File: src/rtl/idcode_pkg.sv
package idcode_pkg;
  localparam int unsigned ID_W = 32;

  typedef enum logic [3:0] {
    PH_IDLE, PH_RST1, PH_TO_SIR, PH_IR_FILL, PH_TO_SDR1, PH_FLUSH,
    PH_COUNT, PH_RST2, PH_TO_SDR2, PH_READ, PH_TO_RTI
  } phase_e;

  typedef enum logic [1:0] {E_IDLE, E_LOW, E_HIGH} eng_e;
endpackage

File: src/rtl/jtag_bit_engine.sv
module jtag_bit_engine
  import idcode_pkg::*;
(
  input  logic clk_i,
  input  logic rst_ni,
  input  logic req_i,
  input  logic req_tms_i,
  input  logic req_tdi_i,
  input  logic tdo_i,
  output logic tck_o,
  output logic tms_o,
  output logic tdi_o,
  output logic tdo_smp_o,
  output logic ack_o
);
  eng_e st_q;

  always_ff @(posedge clk_i or negedge rst_ni) begin
    if (!rst_ni) begin
      st_q      <= E_IDLE;
      tck_o     <= 1'b0;
      tms_o     <= 1'b1;
      tdi_o     <= 1'b0;
      tdo_smp_o <= 1'b0;
      ack_o     <= 1'b0;
    end else begin
      ack_o <= 1'b0;
      case (st_q)
        E_IDLE: if (req_i) begin
          tms_o <= req_tms_i;
          tdi_o <= req_tdi_i;
          st_q  <= E_LOW;
        end
        E_LOW: begin
          tck_o     <= 1'b1;
          tdo_smp_o <= tdo_i;  // value ahead of the rising edge
          st_q      <= E_HIGH;
        end
        E_HIGH: begin
          tck_o <= 1'b0;
          ack_o <= 1'b1;
          st_q  <= E_IDLE;
        end
        default: st_q <= E_IDLE;
      endcase
    end
  end

  a_r2_tck_single: assert property (@(posedge clk_i) disable iff (!rst_ni)
    tck_o |=> !tck_o);
  a_r2_pins_stable: assert property (@(posedge clk_i) disable iff (!rst_ni)
    tck_o |-> ($stable(tms_o) && $stable(tdi_o)));
  a_r2_req_when_idle: assert property (@(posedge clk_i) disable iff (!rst_ni)
    req_i |-> (st_q == E_IDLE));
endmodule

File: src/rtl/idcode_seq_ctrl.sv
module idcode_seq_ctrl
  import idcode_pkg::*;
#(
  parameter int unsigned MAX_DEV = 8,
  parameter int unsigned IR_FILL = 64,
  localparam int unsigned IDX_W = $clog2(MAX_DEV),
  localparam int unsigned LEN_W = $clog2(MAX_DEV + 1),
  localparam int unsigned CNT_W = $clog2(ID_W * MAX_DEV + IR_FILL + 1)
) (
  input  logic             clk_i,
  input  logic             rst_ni,
  input  logic             start_i,
  input  logic [IDX_W-1:0] index_i,
  input  logic             ack_i,
  input  logic             tdo_i,
  output logic             req_o,
  output logic             req_tms_o,
  output logic             req_tdi_o,
  output logic             busy_o,
  output logic             done_o,
  output logic [ID_W-1:0]  id_o,
  output logic             bad_index_o,
  output logic             suspect_o
);
  localparam logic [CNT_W-1:0] C_ZERO  = '0;
  localparam logic [CNT_W-1:0] C_ONE   = CNT_W'(1);
  localparam logic [CNT_W-1:0] C_TWO   = CNT_W'(2);
  localparam logic [CNT_W-1:0] C_THREE = CNT_W'(3);
  localparam logic [CNT_W-1:0] C_RST   = CNT_W'(5);
  localparam logic [CNT_W-1:0] C_FILL  = CNT_W'(IR_FILL - 1);
  localparam logic [CNT_W-1:0] C_FLUSH = CNT_W'(MAX_DEV - 1);
  localparam logic [CNT_W-1:0] C_CAP   = CNT_W'(MAX_DEV);

  phase_e           phase_q;
  logic [CNT_W-1:0] cnt_q;
  logic             pend_q;
  logic [IDX_W-1:0] idx_q;
  logic [LEN_W-1:0] len_q;
  logic [ID_W-1:0]  sh_q;
  logic             last;
  logic [CNT_W-1:0] rd_last;
  logic             idx_bad;

  assign rd_last = CNT_W'({idx_q, 5'h1f});
  assign idx_bad = LEN_W'(idx_q) >= len_q;
  assign busy_o  = phase_q != PH_IDLE;
  assign req_o   = busy_o && !pend_q;

  always_comb begin
    req_tms_o = 1'b0;
    req_tdi_o = 1'b0;
    last      = 1'b0;
    case (phase_q)
      PH_RST1, PH_RST2: begin
        req_tms_o = cnt_q < C_RST;  // five high, then one low
        last      = cnt_q == C_RST;
      end
      PH_TO_SIR, PH_TO_SDR1: begin
        req_tms_o = cnt_q < C_TWO;  // 1,1,0,0
        last      = cnt_q == C_THREE;
      end
      PH_IR_FILL: begin
        req_tdi_o = 1'b1;
        last      = cnt_q == C_FILL;
        req_tms_o = last;
      end
      PH_FLUSH: last = cnt_q == C_FLUSH;
      PH_COUNT: begin
        req_tdi_o = 1'b1;
        last      = tdo_i || (cnt_q == C_CAP);
      end
      PH_TO_SDR2: begin
        req_tms_o = cnt_q == C_ZERO;  // 1,0,0
        last      = cnt_q == C_TWO;
      end
      PH_READ: begin
        req_tdi_o = 1'b1;
        last      = cnt_q == rd_last;
        req_tms_o = last;
      end
      PH_TO_RTI: begin
        req_tms_o = cnt_q == C_ZERO;  // 1,0
        last      = cnt_q == C_ONE;
      end
      default: ;
    endcase
  end

  always_ff @(posedge clk_i or negedge rst_ni) begin
    if (!rst_ni) begin
      phase_q     <= PH_IDLE;
      cnt_q       <= '0;
      pend_q      <= 1'b0;
      idx_q       <= '0;
      len_q       <= '0;
      sh_q        <= '0;
      done_o      <= 1'b0;
      id_o        <= '0;
      bad_index_o <= 1'b0;
      suspect_o   <= 1'b0;
    end else begin
      done_o <= 1'b0;
      if (phase_q == PH_IDLE) begin
        if (start_i) begin
          idx_q   <= index_i;
          phase_q <= PH_RST1;
          cnt_q   <= '0;
          pend_q  <= 1'b0;
        end
      end else if (!pend_q) begin
        pend_q <= 1'b1;
      end else if (ack_i) begin
        pend_q <= 1'b0;
        if (phase_q == PH_READ) sh_q <= {tdo_i, sh_q[ID_W-1:1]};
        if (!last) begin
          cnt_q <= cnt_q + C_ONE;
        end else begin
          cnt_q <= '0;
          case (phase_q)
            PH_RST1:    phase_q <= PH_TO_SIR;
            PH_TO_SIR:  phase_q <= PH_IR_FILL;
            PH_IR_FILL: phase_q <= PH_TO_SDR1;
            PH_TO_SDR1: phase_q <= PH_FLUSH;
            PH_FLUSH:   phase_q <= PH_COUNT;
            PH_COUNT: begin
              len_q   <= LEN_W'(cnt_q);
              phase_q <= PH_RST2;
            end
            PH_RST2: begin
              if (idx_bad) begin
                id_o        <= '0;
                bad_index_o <= 1'b1;
                suspect_o   <= 1'b0;
                done_o      <= 1'b1;
                phase_q     <= PH_IDLE;
              end else begin
                phase_q <= PH_TO_SDR2;
              end
            end
            PH_TO_SDR2: phase_q <= PH_READ;
            PH_READ:    phase_q <= PH_TO_RTI;
            PH_TO_RTI: begin
              id_o        <= sh_q;
              bad_index_o <= 1'b0;
              suspect_o   <= !sh_q[0];
              done_o      <= 1'b1;
              phase_q     <= PH_IDLE;
            end
            default: phase_q <= PH_IDLE;
          endcase
        end
      end
    end
  end

  a_r3_start_ignored: assert property (@(posedge clk_i) disable iff (!rst_ni)
    (busy_o && start_i) |=> $stable(idx_q));
  a_r5_no_read_bad_index: assert property (@(posedge clk_i) disable iff (!rst_ni)
    (phase_q == PH_READ) |-> (LEN_W'(idx_q) < len_q));
  a_r5_bad_zero: assert property (@(posedge clk_i) disable iff (!rst_ni)
    bad_index_o |-> ((id_o == '0) && !suspect_o));
  a_r9_done_pulse: assert property (@(posedge clk_i) disable iff (!rst_ni)
    done_o |=> !done_o);
  a_r9_done_not_busy: assert property (@(posedge clk_i) disable iff (!rst_ni)
    done_o |-> !busy_o);
endmodule

File: src/rtl/jtag_idcode_reader.sv
module jtag_idcode_reader
  import idcode_pkg::*;
#(
  parameter int unsigned MAX_DEV = 8,
  parameter int unsigned IR_FILL = 64,
  localparam int unsigned IDX_W = $clog2(MAX_DEV)
) (
  input  logic             clk_i,
  input  logic             rst_ni,
  input  logic             start_i,
  input  logic [IDX_W-1:0] index_i,
  input  logic             tdo_i,
  output logic             tck_o,
  output logic             tms_o,
  output logic             tdi_o,
  output logic             busy_o,
  output logic             done_o,
  output logic [ID_W-1:0]  id_o,
  output logic             bad_index_o,
  output logic             suspect_o
);
  logic req, req_tms, req_tdi, ack, tdo_smp;

  idcode_seq_ctrl #(.MAX_DEV(MAX_DEV), .IR_FILL(IR_FILL)) u_ctrl (
    .clk_i, .rst_ni, .start_i, .index_i,
    .ack_i(ack), .tdo_i(tdo_smp),
    .req_o(req), .req_tms_o(req_tms), .req_tdi_o(req_tdi),
    .busy_o, .done_o, .id_o, .bad_index_o, .suspect_o
  );

  jtag_bit_engine u_eng (
    .clk_i, .rst_ni,
    .req_i(req), .req_tms_i(req_tms), .req_tdi_i(req_tdi),
    .tdo_i, .tck_o, .tms_o, .tdi_o,
    .tdo_smp_o(tdo_smp), .ack_o(ack)
  );
endmodule

File: config.mk
export PLATFORM = sky130hd
export DESIGN_NAME = jtag_idcode_reader
export DESIGN_NICKNAME = d
export VERILOG_FILES = /design/src/rtl/idcode_pkg.sv /design/src/rtl/jtag_bit_engine.sv /design/src/rtl/idcode_seq_ctrl.sv /design/src/rtl/jtag_idcode_reader.sv
export SDC_FILE = /design/constraint.sdc
export NUM_CORES = 1
export LEC_CHECK = 0
export BUFFER_PORTS_ARGS = -buffer_cell sky130_fd_sc_hd__buf_2
export CAP_MARGIN = 30
export CORE_ASPECT_RATIO = 0.6
export CORE_MARGIN = 5
export CORE_UTILIZATION = 60
export DETAILED_ROUTE_END_ITERATION = 12
export PLACE_DENSITY = 0.83
export SETUP_SLACK_MARGIN = 0.02
export SYNTH_ARGS = -nofsm -noshare
export SYNTH_HDL_FRONTEND = slang
export SYNTH_SLANG_ARGS = --single-unit
File: constraint.sdc
create_clock -name clk_i -period 5.8 [get_ports clk_i]
set_input_delay 0 -clock clk_i [delete_from_list [all_inputs] [get_ports clk_i]]
set_output_delay 0 -clock clk_i [all_outputs]
set_load 0.1 [all_outputs]
Word-level counts from Yosys, hierarchy flattened
Index checks and enable logic that the tools add are counted.

operators by class
  $add $sub $neg = 1
  $lt $le $gt $ge = 3
  equality and inequality tests = 23
  mux-type cells = 35
  bitwise logic cells = 1
  reduce and logical (&&, ||, !) cells = 24

operators by type and width
  kind                                                  number
  case mux 32 bit (2 select lines)                      1
  2-to-1 mux 9 bit                                      5
  case mux 4 bit (9 select lines)                       1
  2-to-1 mux 32 bit                                     1
  2-to-1 mux 4 bit                                      6
  equality test 9 x 2 -> 1 bit (second input constant)  2
  equality test 9 x 3 -> 1 bit (second input constant)  2
  equality test 4 x 3 -> 1 bit (second input constant)  4
  2-to-1 mux 1 bit                                      13
  equality test 4 bit (second input constant)           3
  nonzero test 2 bit                                    5
  adder 9 x 1 -> 9 bit (second input constant)          1
  equality test 9 x 1 -> 1 bit (second input constant)  1
  equality test 9 x 4 -> 1 bit (second input constant)  1
  equality test 9 x 6 -> 1 bit (second input constant)  1
  equality test 9 x 8 -> 1 bit                          1
  logical NOT 9 bit                                     1
  < comparator 9 x 2 -> 1 bit (second input constant)   1
  < comparator 9 x 3 -> 1 bit (second input constant)   1
  equality test 4 x 2 -> 1 bit (second input constant)  2
  case mux 1 bit (2 select lines)                       4
  case mux 1 bit (8 select lines)                       1
  AND reduction 4 bit                                   2
  AND reduction 6 bit                                   1
  21 further kinds                                      26

storage, ports and cells
  bits in registers = 95
  input port bits = 7
  output and inout port bits = 39
  word-level logic and storage cells = 103

Longest topological paths before layout
Gate-level depths: netlist of run 1.

  word-level depth = 7
  gate-level depth with buffers = 9

Modules after synthesis
A second synthesis of run 1 with hierarchy kept.

second synthesis, totals
  cell total of the unflattened synthesis = 409
  area, all modules = 4643.2 um2

by module, submodules not included
  module           instances  cells each  area an instance (um2)
  idcode_seq_ctrl  1          385         4294.1
  jtag_bit_engine  1          24          349.1

Least setup slack after synthesis of run 1
OpenSTA, ideal clock, no wires.

  path kind = flip-flop to flip-flop
  start = register u_ctrl.phase_q[1]
  end = register u_ctrl.cnt_q[8]
  library setup time = 0.127 ns
  arrival = 2.338 ns
  slack = 3.335 ns
  stages on the path, launching flop included = 8
  clock period less this slack = 2.465 ns
  cell sequence = dfrtp_1 buf_2 nor4_2 inv_1 a21boi_1 nor2_1 mux2i_1 o21ai_0

between the ends
  cells in the longest elaborated chain, start to end = 7
  elaborated cells on any way between the ends = 22
  classes of those cells = eq/ne (11); mux (5); reduce/logical (6)

ends and longest elaborated chain
  element                                                     line                    source
  start: declaration                                          idcode_seq_ctrl.sv:34   phase_e phase_q;
  start signal: assignment                                    idcode_seq_ctrl.sv:91   phase_q <= PH_IDLE;
  start signal: assignment                                    idcode_seq_ctrl.sv:106  phase_q <= PH_RST1;
  start signal: assignment                                    idcode_seq_ctrl.sv:120  PH_RST1: phase_q <= PH_TO_SIR;
  equality test 4 x 2 -> 1 bit, or another cell as far along  idcode_seq_ctrl.sv:53   case (phase_q)
  OR reduction 2 bit                                          idcode_seq_ctrl.sv:53
  case mux 1 bit (8 select lines)                             idcode_seq_ctrl.sv:53
  2-to-1 mux 9 bit                                            idcode_seq_ctrl.sv:115  if (!last) begin
  2-to-1 mux 9 bit                                            idcode_seq_ctrl.sv:112  end else if (ack_i) begin
  2-to-1 mux 9 bit                                            idcode_seq_ctrl.sv:110  end else if (!pend_q) begin
  2-to-1 mux 9 bit                                            idcode_seq_ctrl.sv:103  if (phase_q == PH_IDLE) begin
  end signal: assignment                                      idcode_seq_ctrl.sv:116  cnt_q <= cnt_q + C_ONE;
  end: declaration                                            idcode_seq_ctrl.sv:35   logic [CNT_W-1:0] cnt_q;

Parallel ways exist; a longest one is shown, timed or not. The select of a mux whose other input is x is not followed.
A chain may end at the register's enable or synchronous reset.

Worst setup path in the final report of run 1
  start = register u_ctrl.phase_q[0]
  end = register u_ctrl.id_o[5]

between the ends
  cells in the longest elaborated chain, start to end = 4
  elaborated cells on any way between the ends = 19
  classes of those cells = eq/ne (11); mux (2); bitwise (1); reduce/logical (5)

ends and longest elaborated chain
  element                                                     line                    source
  equality test 4 x 2 -> 1 bit, or another cell as far along  idcode_seq_ctrl.sv:53
  OR reduction 2 bit                                          idcode_seq_ctrl.sv:53
  case mux 1 bit (8 select lines)                             idcode_seq_ctrl.sv:53
  AND reduction 6 bit (no source line)                        n/a
  end signal: assignment                                      idcode_seq_ctrl.sv:143  id_o <= sh_q;
  end: declaration                                            idcode_seq_ctrl.sv:21   output logic [ID_W-1:0] id_o,

Parallel ways exist; a longest one is shown, timed or not.

==> results of run 1 <==
## worst max-delay path, stage by stage (launching register included)
cell and delay, ps:
dfrtp_1 630, nor4bb_1 690, and4_1 310, o21a_1 200
nor2_1 140, a211oi_4 220, buf_4 370, a22o_1 190
## state kept, by name, indices dropped and copies added (netlist names), 2 cells and up
register	flops
u_ctrl.cnt_q	9
u_ctrl.len_q	4
u_ctrl.phase_q	4
u_ctrl.idx_q	3
u_eng.st_q	2
u_ctrl.id_o	32
u_ctrl.sh_q	32
## repair_timing
item | CTS | global route
hold buffers | 5 | 0
setup buffers | 0 | 0
endpoints found under the hold margin | 45 | 0
## logic make-up (layout without fill, tap and decap cells)
kind of cell / Yosys count / after routing
buf+inv: 35 / 90
xor+xnor: 6 / 6
simple gates: 68 / 68
fa+ha+maj: 11 / 11
flops: 95 / 95
compound gates: 89 / 89
mux: 43 / 43
## placed cells by master, fill, tap and decap left out, drive strengths merged, types with 2 or more instances in the layout
cell / n
and3: 2
clkinv: 2
nor3: 7
mux2: 38
a31oi: 8
a21boi: 2
ha: 11
nand3: 4
o211ai: 3
clkbuf: 10
o22ai: 5
o2bb2ai: 2
nand2b: 6
nor4: 2
nand2: 18
mux2i: 5
o21ai: 10
nor2: 16
dfrtp: 94
and4: 2
o32a: 2
o31ai: 4
inv: 21
dlygate4sd3: 5
nand4: 2
clkinvlp: 2
buf: 49
o21a: 3
or3: 2
a22o: 34
a21oi: 7
a211oi: 2
xnor2: 4
xor2: 2
nor4bb: 2
## metrics by stage
stage / setup WS, ps / util / cells / area (sq um) / power, uW
global placement: 3110 / 0.670 / 468 / 4550 / 703
detailed placement: 3070 / 0.670 / 468 / 4550 / 704
floorplan: 3330 / - / 347 / 4270 / 686
finish: 2980 / 0.723 / 489 / 4910 / 1290
CTS: 3060 / 0.723 / 489 / 4910 / 1310
global route: 2720 / 0.723 / 489 / 4910 / 1340
## worst max path at each step
stage / from / to / slack, ps / cells past startpoint
2_1_floorplan: u_ctrl.phase_q[1] / u_ctrl.cnt_q[8] / 3330 / 7
3_3_place_gp: u_ctrl.phase_q[3] / u_ctrl.id_o[6] / 3110 / 7
3_5_place_dp: u_ctrl.phase_q[0] / u_ctrl.id_o[5] / 3070 / 7
4_1_cts: u_ctrl.phase_q[0] / u_ctrl.id_o[0] / 3060 / 7
5_1_grt: u_ctrl.phase_q[0] / u_ctrl.id_o[1] / 2720 / 7
6_report: u_ctrl.phase_q[0] / u_ctrl.id_o[5] / 2980 / 7
## power by group
part	switching, uW	internal (uW)
logic	14.8	7.64
registers	3.80	667
clock network	250	347
total	268	1020
## routing by layer
layer,up-vias,track usage,part of all wire
met4,0,0.0770,0.012
li1,1371,-,-
met5,-,0,0
met1,1474,0.321,0.49
met3,12,0.0712,0.086
met2,127,0.309,0.41
## layout make-up
| cell class | count | area (sq um) | area share |
|---|---|---|---|
| Sequential cell | 95 | 2380 | 0.485 |
| Timing Repair Buffer | 54 | 308 | 0.0627 |
| Inverter | 20 | 75.1 | 0.0153 |
| Multi-Input combinational cell | 217 | 1730 | 0.353 |
| Clock inverter | 6 | 67.6 | 0.0138 |
| Tap cell | 87 | 109 | 0.0222 |
| Clock buffer | 10 | 239 | 0.0487 |
==> key figures, run 1 <==
Status
  – Status: complete, no violations

Drt
  – DRC Markers: 0
  – Vias: 2984
  – Routed WL per cell: around 19 microns
  – Routed Antenna Nets: 0
  – Via density: 6.10
  – Initial DRC Count: 265
  – Post-Route WL: a little over 9 mm
  – DRT Pass-1 Iters: 5

Yosys
  – Synth top cells by count: dfrtp_1, mux2_2, a22o_1
  – Sequential area share after synthesis: 0.557
  – Syn_area_per_cell: 12.3 sq um
  – XOR/XNOR share of the synthesized area: 0.0123
  – Cell area after synthesis: 0.00427 sq mm
  – Synth unique cells: 53
  – Synthesized-area fraction occupied by adder cells: 0.0322
  – Synth Net Count: 365
  – Post-synth EDFFs: 0
  – Post-synthesis mux area share: 0.112
  – Cells after Synth: approximately 350
  – Synth Area in Compound Gates: 0.164
  – Most numerous cell in the Yosys netlist: dfrtp_1
  – Area leader, netlist: dfrtp_1
  – Yosys reg bits: 95
  – Yosys warns: 0
  – Largest family of logic cells by synthesized area: compound AO/OA/AOI/OAI gates
  – Post-synth ARST share: 1.00
  – Simple-gate share of the synthesized area: 0.0853
  – Synth area leaders: dfrtp_1, mux2_2, a22o_1, ha_1, inv_1
  – Synth Flop Type: dfrtp_1
  – Synth top area share: 0.551

Setup path
  – Max FO, Critical Path: 34
  – Worst setup SP type: register
  – WS Path Type: register to register
  – R2r startpoint: u_ctrl.phase_q[0]
  – Critical Path End Type: register
  – Reg-to-reg endpoint: u_ctrl.id_o[5]
  – R2R depth: 7
  – Worst R2R Setup Slack: 2980 ps
  – Worst endpoint required time: 6080 ps
  – Data arrival, critical path: 3100 ps

Power
  – Power Dens Cells: 263 mW/mm^2
  – VDD IR max: 0.214 mV
  – Static leakage: roughly 0.0024 uW

Layout
  – ANT cells: 0
  – Fraction of layout cells with a size suffix above 1: 0.274
  – Nets: 415
  – Fillers: about 460
  – Area grow syn2layout: 15.0%

Floorplanning
  – Die width: around 120 microns
  – Die Area: 0.00896 sq mm
  – Core Footprint: 0.00679 sq mm
  – FP Rows: 23
  – Starting Density: 0.628
  – Die H: 75.3 microns
  – # IOs: 46

Clock network
  – Post-CTS Resized: 0
  – CTS Sinks: 95
  – CTS tree: built
  – Clock Tree Root: clkbuf_16
  – Clock-pin slew on the worst setup and hold paths: 60 ps
  – Clk_lat worst skew: between 300 and 400 ps
  – Clock Tree Buf Depth: 2
  – CTS H-tree depth: 3
  – Total CTS buffers: 9

Global routing
  – First-pass GRT wire length: 14.9 mm
  – GR Overflow Total: 0
  – Total GRT Usage: 0.219
  – Initial antenna violation count: 0
  – Vias in the first global route: 2856
  – Pin count of the biggest net entering global routing: 54

Flow run
  – Max cap viols: 0

STA
  – Relative slew slack: 0.403
  – # setup viols final: 0
  – RSZ-0062 raised after global routing: false
  – Crit path time final: 2820 ps
  – Achievable Freq: 0.354 GHz
  – Final period util: 0.486
  – Hold WS: 177 ps
  – Hold Vio Cnt, Final: 0
  – Worst Skew: 6.28 ps
  – Total negative slack: 0 ps
  – Least-Margin Pin Slew: 889 ps
  – Max-slew violations: 0

Placement
  – RD Place Congestion: 0.938
  – HPWL Detailed: 6.37 mm
  – Port Buffer Count: 45

Min path
  – HP Class: input port to async pin
Power figures use the tool's default switching activity.
==> run 2, diff against run 1 <==
--- a/config.mk
+++ b/config.mk
@@ -5,13 +5,14 @@
 export SDC_FILE = /design/constraint.sdc
 export NUM_CORES = 1
 export LEC_CHECK = 0
+export ABC_AREA = 1
 export BUFFER_PORTS_ARGS = -buffer_cell sky130_fd_sc_hd__buf_2
 export CAP_MARGIN = 30
 export CORE_ASPECT_RATIO = 0.6
 export CORE_MARGIN = 5
-export CORE_UTILIZATION = 60
+export CORE_UTILIZATION = 58
 export DETAILED_ROUTE_END_ITERATION = 12
-export PLACE_DENSITY = 0.83
+export PLACE_DENSITY = 0.81
 export SETUP_SLACK_MARGIN = 0.02
 export SYNTH_ARGS = -nofsm -noshare
 export SYNTH_HDL_FRONTEND = slang
==> constraint.sdc (replaced) <==
create_clock -name clk_i -period 2.86 [get_ports clk_i]
set_input_delay 0 -clock clk_i [delete_from_list [all_inputs] [get_ports clk_i]]
set_output_delay 0 -clock clk_i [all_outputs]
set_load 0.1 [all_outputs]
==> run 2 against run 1 <==
- routed wire length is 11% higher
- count of clock-buffer cells in the layout up 1
- clock skew is 3.7 ps higher
- setup slack got worse by 2600 ps
- via count grew 22%
- sequential share of layout area decreased by 1.2 points
- critical path type unchanged
- highest routed layer unchanged
==> key figures, run 2 <==
Yosys
  – Synth area leaders: dfrtp_1, nand2_1, nand4_1, inv_1, nor2_1
  – Synth Flop Type: dfrtp_1
  – Cell area after synthesis: 0.00440 sq mm
  – Post-synth EDFFs: 0
  – Yosys reg bits: 95
  – Area leader, netlist: dfrtp_1
  – Yosys warns: 0
  – Synth top area share: 0.534
  – Post-synth ARST share: 1.00
  – Sequential area share after synthesis: 0.540
  – Synth top cells by count: nand2_1, dfrtp_1, inv_1
  – Most numerous cell in the Yosys netlist: nand2_1
  – Synth Net Count: ~550
  – Syn_area_per_cell: 8.36 sq um
  – Synth unique cells: 32
  – Cells after Synth: between 500 and 600

Placement
  – Setup slack at placement: 443 ps
  – Port Buffer Count: 45
  – RD Place Congestion: 0.931
  – Area post-placement: 0.00472 sq mm
  – HPWL Detailed: about 7 mm

Drt
  – DRC Markers: 0
  – Routed Antenna Nets: 0
  – Via density: 5.36
  – Routed WL per cell: 14.9 microns
  – Initial DRC Count: between 300 and 400
  – Vias: between 3000 and 4000
  – DRT Pass-1 Iters: 5
  – Post-Route WL: 10.1 mm

Power
  – Power Dens Cells: 796 mW/mm^2
  – VDD IR max: 0.508 mV
  – Tot Pwr: 4010 uW
  – Static leakage: ~0.0028 uW

STA
  – Worst Skew: 9.98 ps
  – Least-Margin Pin Slew: 713 ps
  – Hold Vio Cnt, Final: 0
  – Final period util: 0.864
  – Relative slew slack: 0.525
  – Max-slew violations: 0
  – Total negative slack: 0 ps
  – # setup viols final: 0
  – RSZ-0062 raised after global routing: false
  – Setup ws final: 389 ps
  – Achievable Freq: 0.405 GHz
  – Crit path time final: ~2500 ps

Floorplanning
  – Die width: 123 microns
  – FP Rows: 24
  – Die H: 77.5 microns
  – Die Area: between 0.009 and 0.01 sq mm
  – # IOs: 46
  – Core Footprint: roughly 0.0073 sq mm
  – Starting Density: 0.601

Clock network
  – Post-CTS setup repair buffer count: 0
  – Clock-pin slew on the worst setup and hold paths: 60 ps
  – Total CTS buffers: 9
  – Clock Tree Buf Depth: 2
  – Clock Tree Root: clkbuf_16
  – Clk_lat worst skew: between 300 and 400 ps
  – CTS tree: built
  – CTS H-tree depth: 3
  – CTS Sinks: 95

Setup path
  – Reg-to-reg endpoint: u_ctrl.bad_index_o
  – Max FO, Critical Path: 35
  – Worst R2R Setup Slack: roughly 390 ps
  – Critical Path End Type: register
  – Delay-heaviest family, CP: simple AND/OR/NAND/NOR gates
  – R2R depth: 12
  – Cell chain of the critical path: inv_1 -> ha_1 -> nand2_1 -> nor2_1 -> nand2_1 -> a21oi_1 -> nor2_2 -> nand3_2 -> nand2_4 -> nand2_1 -> nand2_1 -> inv_1
  – Worst endpoint required time: 3100 ps
  – Critical Path End: u_ctrl.bad_index_o
  – Worst setup SP type: register
  – Data arrival, critical path: 2710 ps
  – Cell depth of the worst setup path: 12
  – Most used cell, CP: nand2_1
  – Crit path buf inv count: 2
  – R2r startpoint: u_ctrl.cnt_q[1]
  – Max stage delay on crit path: 480 ps
  – Critical path's slowest cell: nand2_4
  – Crit path launch: u_ctrl.cnt_q[1]
  – WS Path Type: register to register

Global routing
  – Total GRT Usage: 0.227
  – Pin count of the biggest net entering global routing: 38
  – Initial antenna violation count: 0
  – Vias in the first global route: approximately 3500
  – First-pass GRT wire length: 17.1 mm
  – GR Overflow Total: 0

Layout
  – Fillers: 613
  – Commonest non-fill, non-tap cell in the layout: nand2_1
  – ANT cells: 0
  – Area grow syn2layout: 14.3%
  – Top flop regs: u_ctrl.id_o (32), u_ctrl.sh_q (32), u_ctrl.cnt_q (9)
  – Fraction of layout cells with a size suffix above 1: 0.148
  – Reg area: approximately 0.0024 sq mm
  – Nets: 591
  – Multi-input gate area: approximately 0.0017 sq mm
  – Final instance area: 0.00503 sq mm
  – Commonest non-fill, non-tap cells in the layout: nand2_1, dfrtp_1, inv_1

Flow run
  – Max cap viols: 0

Status
  – Status: complete, no violations

Min path
  – HP Class: input port to register
## run 2: tightest hold or removal path: stages
cell and delay, ps:
buf_2 80, nand2_1 110, nand2_1 90, nand2_1 50
## run 2: metrics by stage
| step | utilization | hold WS (ps) | instances |
|---|---|---|---|
| 5_1_grt | 0.687 | 40.6 | 680 |
| 2_1_floorplan | - | -296 | 527 |
| 4_1_cts | 0.687 | 14.1 | 680 |
| 6_report | 0.687 | 27.5 | 680 |
| 3_3_place_gp | 0.644 | -43.6 | 661 |
| 3_5_place_dp | 0.644 | -32.4 | 661 |
## run 2: per-layer routing
layer	GRT usage	up-vias	part of all wire
met5	0	-	0
met3	0.0523	12	0.068
met4	0.0603	0	0.011
met1	0.333	1728	0.47
met2	0.341	130	0.45
li1	-	1778	-
## run 2: logic make-up (layout without fill, tap and decap cells)
family	count (synthesis)	after routing	share of synthesized area
compound gates	58	58	0.0710
xor+xnor	7	7	0.0139
fa+ha+maj	11	11	0.0312
buf+inv	82	131	0.0722
flops	95	95	0.540
mux	1	1	0.00256
simple gates	273	273	0.269
## run 2: layout make-up
cell class                 count  share of cell area
sequential                    95               0.472
multi-input combinational    350               0.340
timing repair buffer          56              0.0641
clock buffer                  11              0.0482
inverter                      61              0.0455
tap                          104              0.0258
clock inverter                 3             0.00422
## run 2: worst min path at each step
stage	to	cells after the start	slack, ps	startpoint
global route	u_ctrl.idx_q[1]	4	40	start_i
CTS	u_ctrl.idx_q[1]	4	10	start_i
detailed placement	u_eng.tck_o	1	-30	rst_ni
global placement	u_eng.tck_o	1	-40	rst_ni
floorplan	u_ctrl.bad_index_o	0	-300	rst_ni
finish	u_ctrl.idx_q[1]	4	30	start_i
## run 2: power by group
group          leakage (uW)  switching, uW  internal [uW]
combinational       0.00137            927            324
clock              0.000127            483            603
sequential          0.00130            144           1520
## run 2: timing repair
action                                  in CTS  in global routing
hold endpoints to repair                    35                  0
endpoints found under the setup margin       0                  0
resized for setup                            0                  0
hold buffers                                 5                  0
==> run 3, diff against run 2 <==
--- a/config.mk
+++ b/config.mk
@@ -5,7 +5,7 @@
 export SDC_FILE = /design/constraint.sdc
 export NUM_CORES = 1
 export LEC_CHECK = 0
-export ABC_AREA = 1
+export ABC_AREA = 0
 export BUFFER_PORTS_ARGS = -buffer_cell sky130_fd_sc_hd__buf_2
 export CAP_MARGIN = 30
 export CORE_ASPECT_RATIO = 0.6
==> run 3 against run 2 <==
- critical path depth decreased by 5
- core utilization increased by 0.83 points
- clock power increased by 9%
- routed wire length decreased by 5.2%
- non-clock buffer count increased by 8
- register-to-register slack got worse by 70 ps
- clock skew decreased by 3.2 ps
- sequential cell count unchanged
- sequential power decreased by 19%
- final area decreased by 0.45%
==> key figures, run 3 (synthesis results as in run 1) <==
Layout
  – Final core occ: 0.695
  – Non-Filler Instances: 503
  – ANT cells: 0
  – Nets: 425
  – Top flop regs: u_ctrl.id_o (32), u_ctrl.sh_q (32), u_ctrl.cnt_q (9)
  – Fraction of layout cells with a size suffix above 1: 0.291
  – Area grow syn2layout: 17.4%
  – Commonest non-fill, non-tap cell in the layout: dfrtp_1
  – Commonest non-fill, non-tap cells in the layout: dfrtp_1, buf_2, mux2_2

Placement
  – HPWL Detailed: 6.51 mm
  – Port Buffer Count: 45
  – RD Place Congestion: 0.925
  – Setup slack at placement: 253 ps
  – Dpl cells: 482

Power
  – Static leakage: 0.00244 uW
  – Tot Pwr: 2600 uW
  – Power Dens Cells: ~520 mW/mm^2
  – VDD IR max: 0.467 mV

STA
  – RSZ-0062 raised after global routing: false
  – Max-slew violations: 0
  – # setup viols final: 0
  – Achievable Freq: 0.394 GHz
  – Worst Skew: 6.83 ps
  – Final period util: 0.888
  – Setup ws final: about 320 ps
  – Least-Margin Pin Slew: 907 ps
  – Relative slew slack: 0.396
  – Total negative slack: 0 ps
  – Hold Vio Cnt, Final: 0
  – Crit path time final: 2540 ps

Status
  – Status: complete, no violations

Global routing
  – First-pass GRT wire length: 16.1 mm
  – Vias in the first global route: between 3000 and 4000
  – GR Overflow Total: 0
  – Pin count of the biggest net entering global routing: 73
  – Total GRT Usage: 0.222
  – Initial antenna violation count: 0

Clock network
  – Total CTS buffers: 9
  – Clock-pin slew on the worst setup and hold paths: around 60 ps
  – CTS Sinks: 95
  – CTS H-tree depth: 3
  – Post-CTS setup repair buffer count: 0
  – CTS tree: built
  – Clock Tree Root: clkbuf_16
  – Clock Tree Buf Depth: 2
  – Clk_lat worst skew: roughly 340 ps

Floorplanning
  – Die width: 121 microns
  – Starting Density: 0.592
  – Die Area: 0.00923 sq mm
  – Die H: 76.4 microns
  – Core Footprint: 0.00721 sq mm
  – FP Rows: 24
  – # IOs: 46

Setup path
  – Critical path's slowest cell: a21boi_1
  – R2r startpoint: u_ctrl.phase_q[3]
  – Cell chain of the critical path: buf_4 -> nor4_2 -> inv_1 -> a21boi_1 -> nor2_1 -> mux2i_1 -> o21ai_0
  – Delay-heaviest family, CP: compound AO/OA/AOI/OAI gates
  – Critical Path End Type: register
  – Data arrival, critical path: 2760 ps
  – Max FO, Critical Path: 9
  – Worst endpoint required time: around 3100 ps
  – Crit path launch: u_ctrl.phase_q[3]
  – Max stage delay on crit path: around 660 ps
  – WS Path Type: register to register
  – Crit path buf inv count: 2
  – Worst setup SP type: register

Min path
  – HP Class: input port to register
  – Hold wc startpoint: start_i

Drt
  – DRT Pass-1 Iters: 7
  – Initial DRC Count: 277
  – Vias: between 3000 and 4000
  – Via density: ~6
  – Routed WL per cell: approximately 19 microns
  – DRC Markers: 0
  – Post-Route WL: 9.60 mm
  – Routed Antenna Nets: 0

Flow run
  – Max cap viols: 0
[run 3: power by group]
group          total (uW)  switching (uW)  internal [uW]  leakage (uW)
Combinational        46.2            29.8           16.4       0.00103
Sequential           1360            7.95           1350       0.00126
Clock                1190             492            701      0.000149
Total                2600             529           2070       0.00244
[run 3: path summary, 6_finish.rpt]
kind	end	slack (ps)	depth (start not counted)
max reg2reg	u_ctrl.cnt_q[8]	320	7
min	u_ctrl.idx_q[0]	180	4
max in group asynchronous	u_ctrl.phase_q[1]	1780	3
max	u_ctrl.cnt_q[8]	320	7
min in group asynchronous	u_ctrl.len_q[1]	330	2
min reg2reg	u_eng.tms_o	490	2
[run 3: repair_timing]
action,in CTS,in global routing
gates resized for setup,0,1
endpoints found under the hold margin,73,0
endpoints found under the setup margin,0,1
hold buffers,5,0
[run 3: tightest hold or removal path, cell delays in order]
cell     delay, ps
buf_2          110
nand2_1         80
buf_4          150
mux2_2         150
[run 3: final cells by class]
type | instances | area [sq um]
Clock buffer | 11 | 243
Clock inverter | 5 | 57.6
Fill cell | 533 | 2190
Inverter | 20 | 75.1
Multi-Input combinational cell | 217 | 1740
Sequential cell | 95 | 2380
Tap cell | 91 | 114
Timing Repair Buffer | 64 | 408
[run 3: routing by layer]
metal,track usage,vias to the layer above,routed length [microns]
met5,0,-,0
met1,0.333,1506,4480
met3,0.0542,20,731
met4,0.0724,0,181
li1,-,1401,-
met2,0.318,149,4200
[run 3: metrics by stage]
step	cell area, sq um	hold WS [ps]
global route	5010	185
CTS	5010	172
finish	5010	183
global placement	4660	172
detailed placement	4660	191
floorplan	4270	-296
